**config.mk**
```make
export PLATFORM = sky130hd
export DESIGN_NAME = macro_seq
export DESIGN_NICKNAME = d
export VERILOG_FILES = /design/src/rtl/macro_seq_pkg.sv /design/src/rtl/macro_seq_store.sv /design/src/rtl/macro_seq_fsm.sv /design/src/rtl/macro_seq.sv
export SDC_FILE = /design/constraint.sdc
export NUM_CORES = 1
export LEC_CHECK = 0
export ABC_AREA = 0
export BUFFER_PORTS_ARGS = -buffer_cell sky130_fd_sc_hd__buf_2
export CAP_MARGIN = 20
export CELL_PAD_IN_SITES_DETAIL_PLACEMENT = 2
export CELL_PAD_IN_SITES_GLOBAL_PLACEMENT = 2
export CORE_MARGIN = 1.5
export CORE_UTILIZATION = 49
export DETAILED_ROUTE_END_ITERATION = 12
export GPL_TIMING_DRIVEN = 0
export HOLD_SLACK_MARGIN = 0.12
export MAX_ROUTING_LAYER = met4
export PLACE_DENSITY_LB_ADDON = 0.15
export SLEW_MARGIN = 20
export SYNTH_ARGS = -nofsm -noshare
export SYNTH_HDL_FRONTEND = slang
export SYNTH_SLANG_ARGS = --single-unit
```
**constraint.sdc**
```tcl
create_clock -name clk -period 3.9 [get_ports clk]
set_input_delay 0.78 -clock clk [delete_from_list [all_inputs] [get_ports clk]]
set_output_delay 0.78 -clock clk [all_outputs]
set_load 0.02 [all_outputs]
```
**src/rtl/macro_seq_pkg.sv**
```systemverilog
package macro_seq_pkg;
    localparam int unsigned OPC_W     = 5;
    localparam int unsigned NUM_SLOTS = 2;
    localparam int unsigned SLOT_W    = (NUM_SLOTS > 1) ? $clog2(NUM_SLOTS) : 1;

    localparam logic [OPC_W-1:0] OPC_REC0 = 5'd5;
    localparam logic [OPC_W-1:0] OPC_EXE0 = 5'd6;
    localparam logic [OPC_W-1:0] OPC_REC1 = 5'd7;
    localparam logic [OPC_W-1:0] OPC_EXE1 = 5'd8;

    typedef enum logic [1:0] {
        ST_IDLE = 2'd0,
        ST_REC  = 2'd1,
        ST_EXE  = 2'd2
    } seq_state_t;
endpackage

```
**src/rtl/macro_seq_store.sv**
```systemverilog
module macro_seq_store
    import macro_seq_pkg::*;
#(
    parameter int unsigned INSTR_W = 16,
    parameter int unsigned DEPTH   = 15,
    parameter int unsigned CNT_W   = 4
) (
    input  logic               clk,
    input  logic               rst_n,
    input  logic               wr_en,
    input  logic [SLOT_W-1:0]  wr_slot,
    input  logic [CNT_W-1:0]   wr_idx,
    input  logic [INSTR_W-1:0] wr_data,
    input  logic               len_we,
    input  logic [SLOT_W-1:0]  len_slot,
    input  logic [CNT_W-1:0]   len_val,
    input  logic [SLOT_W-1:0]  rd_slot,
    input  logic [CNT_W-1:0]   rd_idx,
    output logic [INSTR_W-1:0] rd_data,
    output logic [CNT_W-1:0]   rd_len
);
    logic [INSTR_W-1:0] slot_word [NUM_SLOTS];
    logic [CNT_W-1:0]   slot_len  [NUM_SLOTS];

    for (genvar s = 0; s < NUM_SLOTS; s++) begin : g_slot
        logic [INSTR_W-1:0] mem [DEPTH];
        logic [CNT_W-1:0]   len_r;

        always_ff @(posedge clk) begin
            if (wr_en && wr_slot == SLOT_W'(s)) begin
                mem[wr_idx] <= wr_data;
            end
        end

        always_ff @(posedge clk or negedge rst_n) begin
            if (!rst_n) begin
                len_r <= '0;
            end else if (len_we && len_slot == SLOT_W'(s)) begin
                len_r <= len_val;
            end
        end

        assign slot_word[s] = mem[rd_idx];
        assign slot_len[s]  = len_r;
    end

    assign rd_data = slot_word[rd_slot];
    assign rd_len  = slot_len[rd_slot];

    // captures never run past the slot storage
    assert_wr_in_range_R3: assert property (@(posedge clk) disable iff (!rst_n)
        wr_en |-> (32'(wr_idx) < DEPTH));
    // a slot length never exceeds the storage depth
    assert_len_in_range_R1: assert property (@(posedge clk) disable iff (!rst_n)
        len_we |-> (32'(len_val) <= DEPTH));
endmodule

```
**src/rtl/macro_seq_fsm.sv**
```systemverilog
module macro_seq_fsm
    import macro_seq_pkg::*;
#(
    parameter int unsigned INSTR_W = 16,
    parameter int unsigned CNT_W   = 4
) (
    input  logic               clk,
    input  logic               rst_n,
    input  logic               in_valid,
    input  logic [INSTR_W-1:0] in_instr,
    output logic               in_ready,
    output logic               wr_en,
    output logic [SLOT_W-1:0]  wr_slot,
    output logic [CNT_W-1:0]   wr_idx,
    output logic [INSTR_W-1:0] wr_data,
    output logic               len_we,
    output logic [SLOT_W-1:0]  len_slot,
    output logic [CNT_W-1:0]   len_val,
    output logic [SLOT_W-1:0]  rd_slot,
    output logic [CNT_W-1:0]   rd_idx,
    input  logic [INSTR_W-1:0] rd_data,
    input  logic [CNT_W-1:0]   rd_len,
    output logic               out_valid,
    output logic [INSTR_W-1:0] out_instr,
    output logic [CNT_W+3:0]   status,
    output logic               err
);
    localparam logic [CNT_W-1:0] ONE = CNT_W'(1);

    seq_state_t        state_q, state_d;
    logic [SLOT_W-1:0] slot_q, slot_d;
    logic [CNT_W-1:0]  cnt_q, cnt_d;
    logic [CNT_W-1:0]  idx_q, idx_d;

    logic [OPC_W-1:0]  opc;
    logic [CNT_W-1:0]  imm;
    logic              is_rec, is_exe, is_cmd, accept;
    logic [SLOT_W-1:0] cmd_slot;
    logic              fwd, emit, reject;

    assign opc      = in_instr[INSTR_W-1 -: OPC_W];
    assign imm      = in_instr[CNT_W-1:0];
    assign is_rec   = (opc == OPC_REC0) || (opc == OPC_REC1);
    assign is_exe   = (opc == OPC_EXE0) || (opc == OPC_EXE1);
    assign is_cmd   = is_rec || is_exe;
    assign cmd_slot = ((opc == OPC_REC1) || (opc == OPC_EXE1)) ? SLOT_W'(1) : SLOT_W'(0);
    assign in_ready = (state_q != ST_EXE);
    assign accept   = in_valid && in_ready;

    assign wr_slot  = slot_q;
    assign wr_idx   = idx_q;
    assign wr_data  = in_instr;
    assign len_slot = cmd_slot;
    assign len_val  = imm;
    assign rd_slot  = (state_q == ST_EXE) ? slot_q : cmd_slot;
    assign rd_idx   = idx_q;

    // Next-state and control decisions
    always_comb begin
        state_d = state_q;
        slot_d  = slot_q;
        cnt_d   = cnt_q;
        idx_d   = idx_q;
        wr_en   = 1'b0;
        len_we  = 1'b0;
        fwd     = 1'b0;
        emit    = 1'b0;
        reject  = 1'b0;
        unique case (state_q)
            ST_IDLE: begin
                if (accept) begin
                    if (is_rec) begin
                        if (imm != '0) begin
                            state_d = ST_REC;
                            slot_d  = cmd_slot;
                            cnt_d   = imm;
                            idx_d   = '0;
                            len_we  = 1'b1;
                        end
                    end else if (is_exe) begin
                        if (imm != '0 && rd_len != '0) begin
                            state_d = ST_EXE;
                            slot_d  = cmd_slot;
                            cnt_d   = imm;
                            idx_d   = '0;
                        end
                    end else begin
                        fwd = 1'b1;
                    end
                end
            end
            ST_REC: begin
                if (accept) begin
                    if (is_cmd) begin
                        reject = 1'b1;
                    end else begin
                        wr_en = 1'b1;
                        fwd   = 1'b1;
                        idx_d = idx_q + ONE;
                        cnt_d = cnt_q - ONE;
                        if (cnt_q == ONE) begin
                            state_d = ST_IDLE;
                        end
                    end
                end
            end
            ST_EXE: begin
                emit = 1'b1;
                if (idx_q == rd_len - ONE) begin
                    idx_d = '0;
                    cnt_d = cnt_q - ONE;
                    if (cnt_q == ONE) begin
                        state_d = ST_IDLE;
                    end
                end else begin
                    idx_d = idx_q + ONE;
                end
            end
            default: begin
                state_d = ST_IDLE;
                cnt_d   = '0;
            end
        endcase
    end

    // State register
    always_ff @(posedge clk or negedge rst_n) begin
        if (!rst_n) begin
            state_q <= ST_IDLE;
            slot_q  <= '0;
            cnt_q   <= '0;
            idx_q   <= '0;
        end else begin
            state_q <= state_d;
            slot_q  <= slot_d;
            cnt_q   <= cnt_d;
            idx_q   <= idx_d;
        end
    end

    // Registered outputs
    always_ff @(posedge clk or negedge rst_n) begin
        if (!rst_n) begin
            out_valid <= 1'b0;
            out_instr <= '0;
            err       <= 1'b0;
        end else begin
            out_valid <= fwd || emit;
            if (emit) begin
                out_instr <= rd_data;
            end else if (fwd) begin
                out_instr <= in_instr;
            end
            err <= reject;
        end
    end

    assign status = {cnt_q, 2'b00, state_q};

    // the replay pointer stays inside the recorded length
    assert_idx_bound_R5: assert property (@(posedge clk) disable iff (!rst_n)
        (state_q == ST_EXE) |-> (idx_q < rd_len));
    // recording ends in IDLE once the last capture is taken
    assert_rec_done_R3: assert property (@(posedge clk) disable iff (!rst_n)
        (state_q == ST_REC && wr_en && cnt_q == ONE) |=> (state_q == ST_IDLE));
endmodule

```
**src/rtl/macro_seq.sv**
```systemverilog
module macro_seq
    import macro_seq_pkg::*;
#(
    parameter int unsigned INSTR_W = 16,
    parameter int unsigned DEPTH   = 15,
    localparam int unsigned CNT_W  = $clog2(DEPTH + 1)
) (
    input  logic               clk,
    input  logic               rst_n,
    input  logic               in_valid,
    input  logic [INSTR_W-1:0] in_instr,
    output logic               in_ready,
    output logic               out_valid,
    output logic [INSTR_W-1:0] out_instr,
    output logic [CNT_W+3:0]   status,
    output logic               err
);
    logic               wr_en, len_we;
    logic [SLOT_W-1:0]  wr_slot, len_slot, rd_slot;
    logic [CNT_W-1:0]   wr_idx, len_val, rd_idx, rd_len;
    logic [INSTR_W-1:0] wr_data, rd_data;

    macro_seq_fsm #(.INSTR_W(INSTR_W), .CNT_W(CNT_W)) u_fsm (
        .clk(clk), .rst_n(rst_n),
        .in_valid(in_valid), .in_instr(in_instr), .in_ready(in_ready),
        .wr_en(wr_en), .wr_slot(wr_slot), .wr_idx(wr_idx), .wr_data(wr_data),
        .len_we(len_we), .len_slot(len_slot), .len_val(len_val),
        .rd_slot(rd_slot), .rd_idx(rd_idx), .rd_data(rd_data), .rd_len(rd_len),
        .out_valid(out_valid), .out_instr(out_instr), .status(status), .err(err)
    );

    macro_seq_store #(.INSTR_W(INSTR_W), .DEPTH(DEPTH), .CNT_W(CNT_W)) u_store (
        .clk(clk), .rst_n(rst_n),
        .wr_en(wr_en), .wr_slot(wr_slot), .wr_idx(wr_idx), .wr_data(wr_data),
        .len_we(len_we), .len_slot(len_slot), .len_val(len_val),
        .rd_slot(rd_slot), .rd_idx(rd_idx), .rd_data(rd_data), .rd_len(rd_len)
    );

    // an error pulse always follows an accepted input
    assert_err_after_accept_R9: assert property (@(posedge clk) disable iff (!rst_n)
        err |-> $past(in_valid && in_ready));
    // the state code 3 never appears
    assert_state_code_R8: assert property (@(posedge clk) disable iff (!rst_n)
        status[1:0] != 2'd3);
    // a busy state always has work outstanding, IDLE has none
    assert_count_live_R8: assert property (@(posedge clk) disable iff (!rst_n)
        (status[1:0] != 2'd0) == (status[CNT_W+3:4] != '0));
    // every stalled cycle issues a replayed word on the next cycle
    assert_stall_issues_R6: assert property (@(posedge clk) disable iff (!rst_n)
        !in_ready |=> out_valid);
endmodule

```
==> results.md <==
Clock tree:
- For this design, the sink count on the clock tree is 517.
- The maximum buffer depth of the clock tree is 3.
- The CTS H-tree depth is 2.
- CTS placed an instance of clkbuf_16 at the clock tree root.
- Clock-pin slew was measured on the worst setup and hold paths at roughly 0.070 ns.
- The later-pin clock latency in the skew report is between 0.6 and 0.7 ns.
- Counting the buffers created by CTS gives 54.
- TritonCTS built the clock tree.

Setup path:
- The critical path launch point type is a register.
- For this run, the slowest stage of the critical path takes 0.64 ns.
- STA puts the critical path data required time at between 4 and 5 ns.
- The depth of the worst register-to-register path is 10.
- In this run the worst setup path begins at u_fsm.rd_idx[0].
- The kind of end point of the critical path is a register.
- For this design, the slowest cell found on the critical path is mux4_2.
- The arrival time at the worst endpoint is between 4 and 5 ns.
- In this design, the largest share of critical-path delay is due to buffers and inverters.
- The reg-to-reg setup timing slack is 0.07 ns.
- Along the worst path, the maximum fanout reaches 10.
- Walking the worst path, the cells encountered are buf_2 > buf_2 > buf_2 > mux2i_1 > o21ai_0 > mux4_2 > mux2i_1 > nand2_1 > o21ai_0 > o21ai_0.
- In this run the critical register-to-register path is captured at u_fsm.out_instr[9].
- The startpoint identified for the worst register-to-register timing path is u_fsm.rd_idx[0].
- The type of the worst setup path is reg2reg.
- The combined buffer and inverter count along the critical path is 3.

Synth:
- The most repeated cell in the gate-level netlist after synthesis is edfxtp_1.
- Among all flip-flop cells after synthesis, the most frequent one is edfxtp_1.
- The cell count after synthesis is roughly 1100.
- The async set-reset flop share out of synthesis is 7.16%.
- After synthesis, the largest family of logic cells by area is multiplexers.
- Synthesis inferred 517 register bits.
- The area fraction of the dominant cell type after synthesis is 69.5%.
- Dividing the synthesized area by the synthesized cell count gives ~19 um2.
- The warning count from the yosys run is 0.
- The post-synthesis sequential area ratio is between 70% and 80%.
- In this run, synthesis inferred 480 flip-flops with an integrated enable.
- Summing the areas of all compound-gate instances in the mapped netlist gives under 10% of the synthesized area.
- The synthesized netlist devotes between 3 and 4% of its cell area to simple gates.
- In the synthesized netlist, the cells that appear most often are 480 x edfxtp_1, 128 x mux4_2, 86 x nand2_1, 70 x o21ai_0, 57 x mux2i_1.
- The multiplexer fraction of the synthesized cell area is between 10% and 20%.
- The area share of fa/ha/maj cells after synthesis is less than 1%.
- Of all cell types, the one taking the most synthesized area is edfxtp_1.
- The number of unique standard cell types used by synthesis is 52.
- The post-synth design cell area is slightly above 20000 um2.
- Of the total synthesized cell area, the portion taken by XOR and XNOR cells is less than 1%.
- By area the synthesized netlist is led by edfxtp_1 70%, mux4_2 14%, dfrtp_1 4.5%.

Global route:
- Global routing consumed, over all layers together, approximately a third of the routing resources.
- The via count of the first global-routing pass was about 12000.
- The number of antenna violations at the first check in global routing is 0.
- The wire length of the first global-routing pass is approximately 96000 um.
- The remaining global-route overflow is 0.
- Entering global routing, the biggest net connects 38 pins.

Timing:
- The number of pins exceeding their max-slew limit in the final report is 0.
- The minimum clock period is between 3 and 4 ns.
- Setup repair after global routing left no endpoint under its margin.
- In this run the tightest slew margin relative to its limit is slightly below 30%.
- The final count of hold timing violations is 0.
- The slew at the pin with the worst max-slew slack is about 1.1 ns.
- The number of setup violations in the final report is 0.
- Once routing completed, OpenROAD measured the worst setup slack at approximately 0.07 ns.
- Of the available clock period, the critical path in the final layout requires just under 100%.
- The post-route setup TNS is 0 ns.
- For this run, the top clock speed supported by timing is about 260 MHz.
- The clock arrives with between 0.02 and 0.03 ns of skew.

Placement:
- Summing all placed instances gives a cell area of ~22000 um2.
- The final weighted congestion in routability-driven placement is between 0.8 and 0.9.
- The detailed placer's ending HPWL is ~41000 um.
- The worst setup slack before clock tree synthesis is -0.265 ns.
- The total of buffers placed on input and output ports is 43.

Floorplanning:
- For this design the top-level I/O count stands at between 40 and 50.
- The full die area is between 40000 and 50000 um2.
- Once the floorplan was initialized, standard cells occupied about half of the core.
- The die width is between 200 and 250 um.
- The total number of placement rows is 75.
- The region available for standard cell placement spans around 42000 um2.
- The floorplan die height is about 210 um.

Outcome:
- The flow ran to the end, and the final reports show no timing, DRC or antenna violations.

Cells and area:
- The utilization after layout is 56.6%.
- The number of antenna diodes is 0.
- The fraction of final layout cells sized beyond drive strength 1 is between 20% and 30%.
- The total non-filler cell area in the finished layout is between 20000 and 25000 um2.
- The area growth from synthesis to layout is 14.3%.
- After the last flow step, the layout net total stands at approximately 1200.

Routing:
- The number of design rule violations left after detail routing is 0.
- The vias after detailed routing is ~12000.
- The detail-routed via count per cell is ~6.6.
- The overall routed net length is approximately 67000 um.
- The detail route stage leaves a number of antenna-violating nets equal to 0.
- The first routing iteration left roughly 1500 violations.
- The detailed-router iteration count before antenna repair is 6.
- In the final routed layout, each cell accounts on average for between 30 and 40 um.

Power and ir drop:
- The power density relative to cell area is between 600 and 700 nW/um2.
- Summed over all cells, the static leakage comes to 7.65 nW.
- The completed layout was analyzed and its total power is roughly 15 mW.
- The maximum ir drop on the vdd rail is between 0.0004 and 0.0005 V.

Min path:
- The worst hold path class is in2async.

Job:
- The tool flagged a number of max-cap violations equal to 0.
[power breakdown]
group	total [mW]	switching (mW)	internal [mW]
registers	6.36	0.135	6.22
clock network	5.21	2.26	2.94
logic	3.55	2.24	1.31
total	15.1	4.63	10.5
[layout make-up]
cell class	count	area, um2
Sequential cell	517	15300
Tap cell	539	674
Timing Repair Buffer	58	410
Multi-Input combinational cell	482	5250
Inverter	14	52.6
Clock buffer	76	1510
Fill cell	3517	18200
Buffer	56	253
Clock inverter	22	209
[cell usage in the layout (no fill, tap or decap), types with 4 or more instances in the layout]
cell / synthesis / final
edfxtp_1: 480 / 480
mux4_2: 128 / 128
nand2_1: 86 / 86
o21ai_0: 70 / 70
buf_2: 22 / 65
mux2i_1: 57 / 57
clkbuf_16: 0 / 55
dfrtp_1: 37 / 37
clkbuf_1: 20 / 35
nor2_1: 45 / 15
nor2_2: 0 / 15
nor2_4: 0 / 15
inv_1: 13 / 13
mux2_2: 12 / 12
ha_1: 11 / 11
buf_1: 11 / 9
clkinv_2: 0 / 9
a21oi_1: 8 / 8
buf_6: 0 / 8
clkinv_1: 0 / 7
buf_8: 0 / 7
nand2b_1: 5 / 5
nor3_1: 5 / 5
clkbuf_8: 0 / 5
bufinv_16: 0 / 4
[through the flow]
stage / std cells / hold WS (ns)
final: 1764 / 0.345
after global routing: 1764 / 0.393
after CTS: 1764 / 0.355
after detailed placement: 1666 / 0.478
after global placement: 1651 / 0.460
after floorplan: 1069 / 0.484
[flip-flops by register name, indices dropped and copies added, names as in the netlist]
name / flops
u_fsm.cnt_q: 4
u_fsm.err: 1
u_fsm.out_instr: 16
u_fsm.out_valid: 1
u_fsm.rd_idx: 4
u_fsm.state_q: 2
u_fsm.wr_slot: 1
u_store.g_slot.len_r: 8
u_store.g_slot.mem: 480
[worst register-to-register path, cell delays in order (launching register included)]
cell and delay (ns):
dfrtp_1 0.45, buf_2 0.39, buf_2 0.46, buf_2 0.45, mux2i_1 0.34, o21ai_0 0.23
mux4_2 0.64, mux2i_1 0.20, nand2_1 0.11, o21ai_0 0.21, o21ai_0 0.21
[worst max path at each step]
stage,to,slack (ns),cells past startpoint
after floorplan,u_fsm.cnt_q[1],0.89,11
after CTS,u_fsm.out_instr[9],0.01,9
after global routing,u_fsm.cnt_q[2],0.03,12
after detailed placement,u_fsm.cnt_q[1],-0.27,12
after global placement,u_store.g_slot[1].mem[6][9],-0.76,7
final,u_fsm.out_instr[9],0.07,10
[layer usage]
layer	share of wire (%)	GRT usage [%]
met5	0	-
met1	40	42.9
met3	6.5	4.39
met4	3.2	10.9
met2	50	53.3
[cells by family after synthesis]
| logic type | count (synthesis) |
|---|---|
| compound gates | 101 |
| xor+xnor | 5 |
| fa+ha+maj | 11 |
| buf+inv | 70 |
| flops | 517 |
| mux | 197 |
| other cells | 1 |
| simple gates | 166 |
[what timing repair did]
item                                    4_1_cts  5_1_grt
setup buffers                                 0        0
endpoints found under the setup margin        0        3
resized for setup                             0        7
hold buffers                                  0        0
Note: power is estimated with default switching activity, not from simulation.
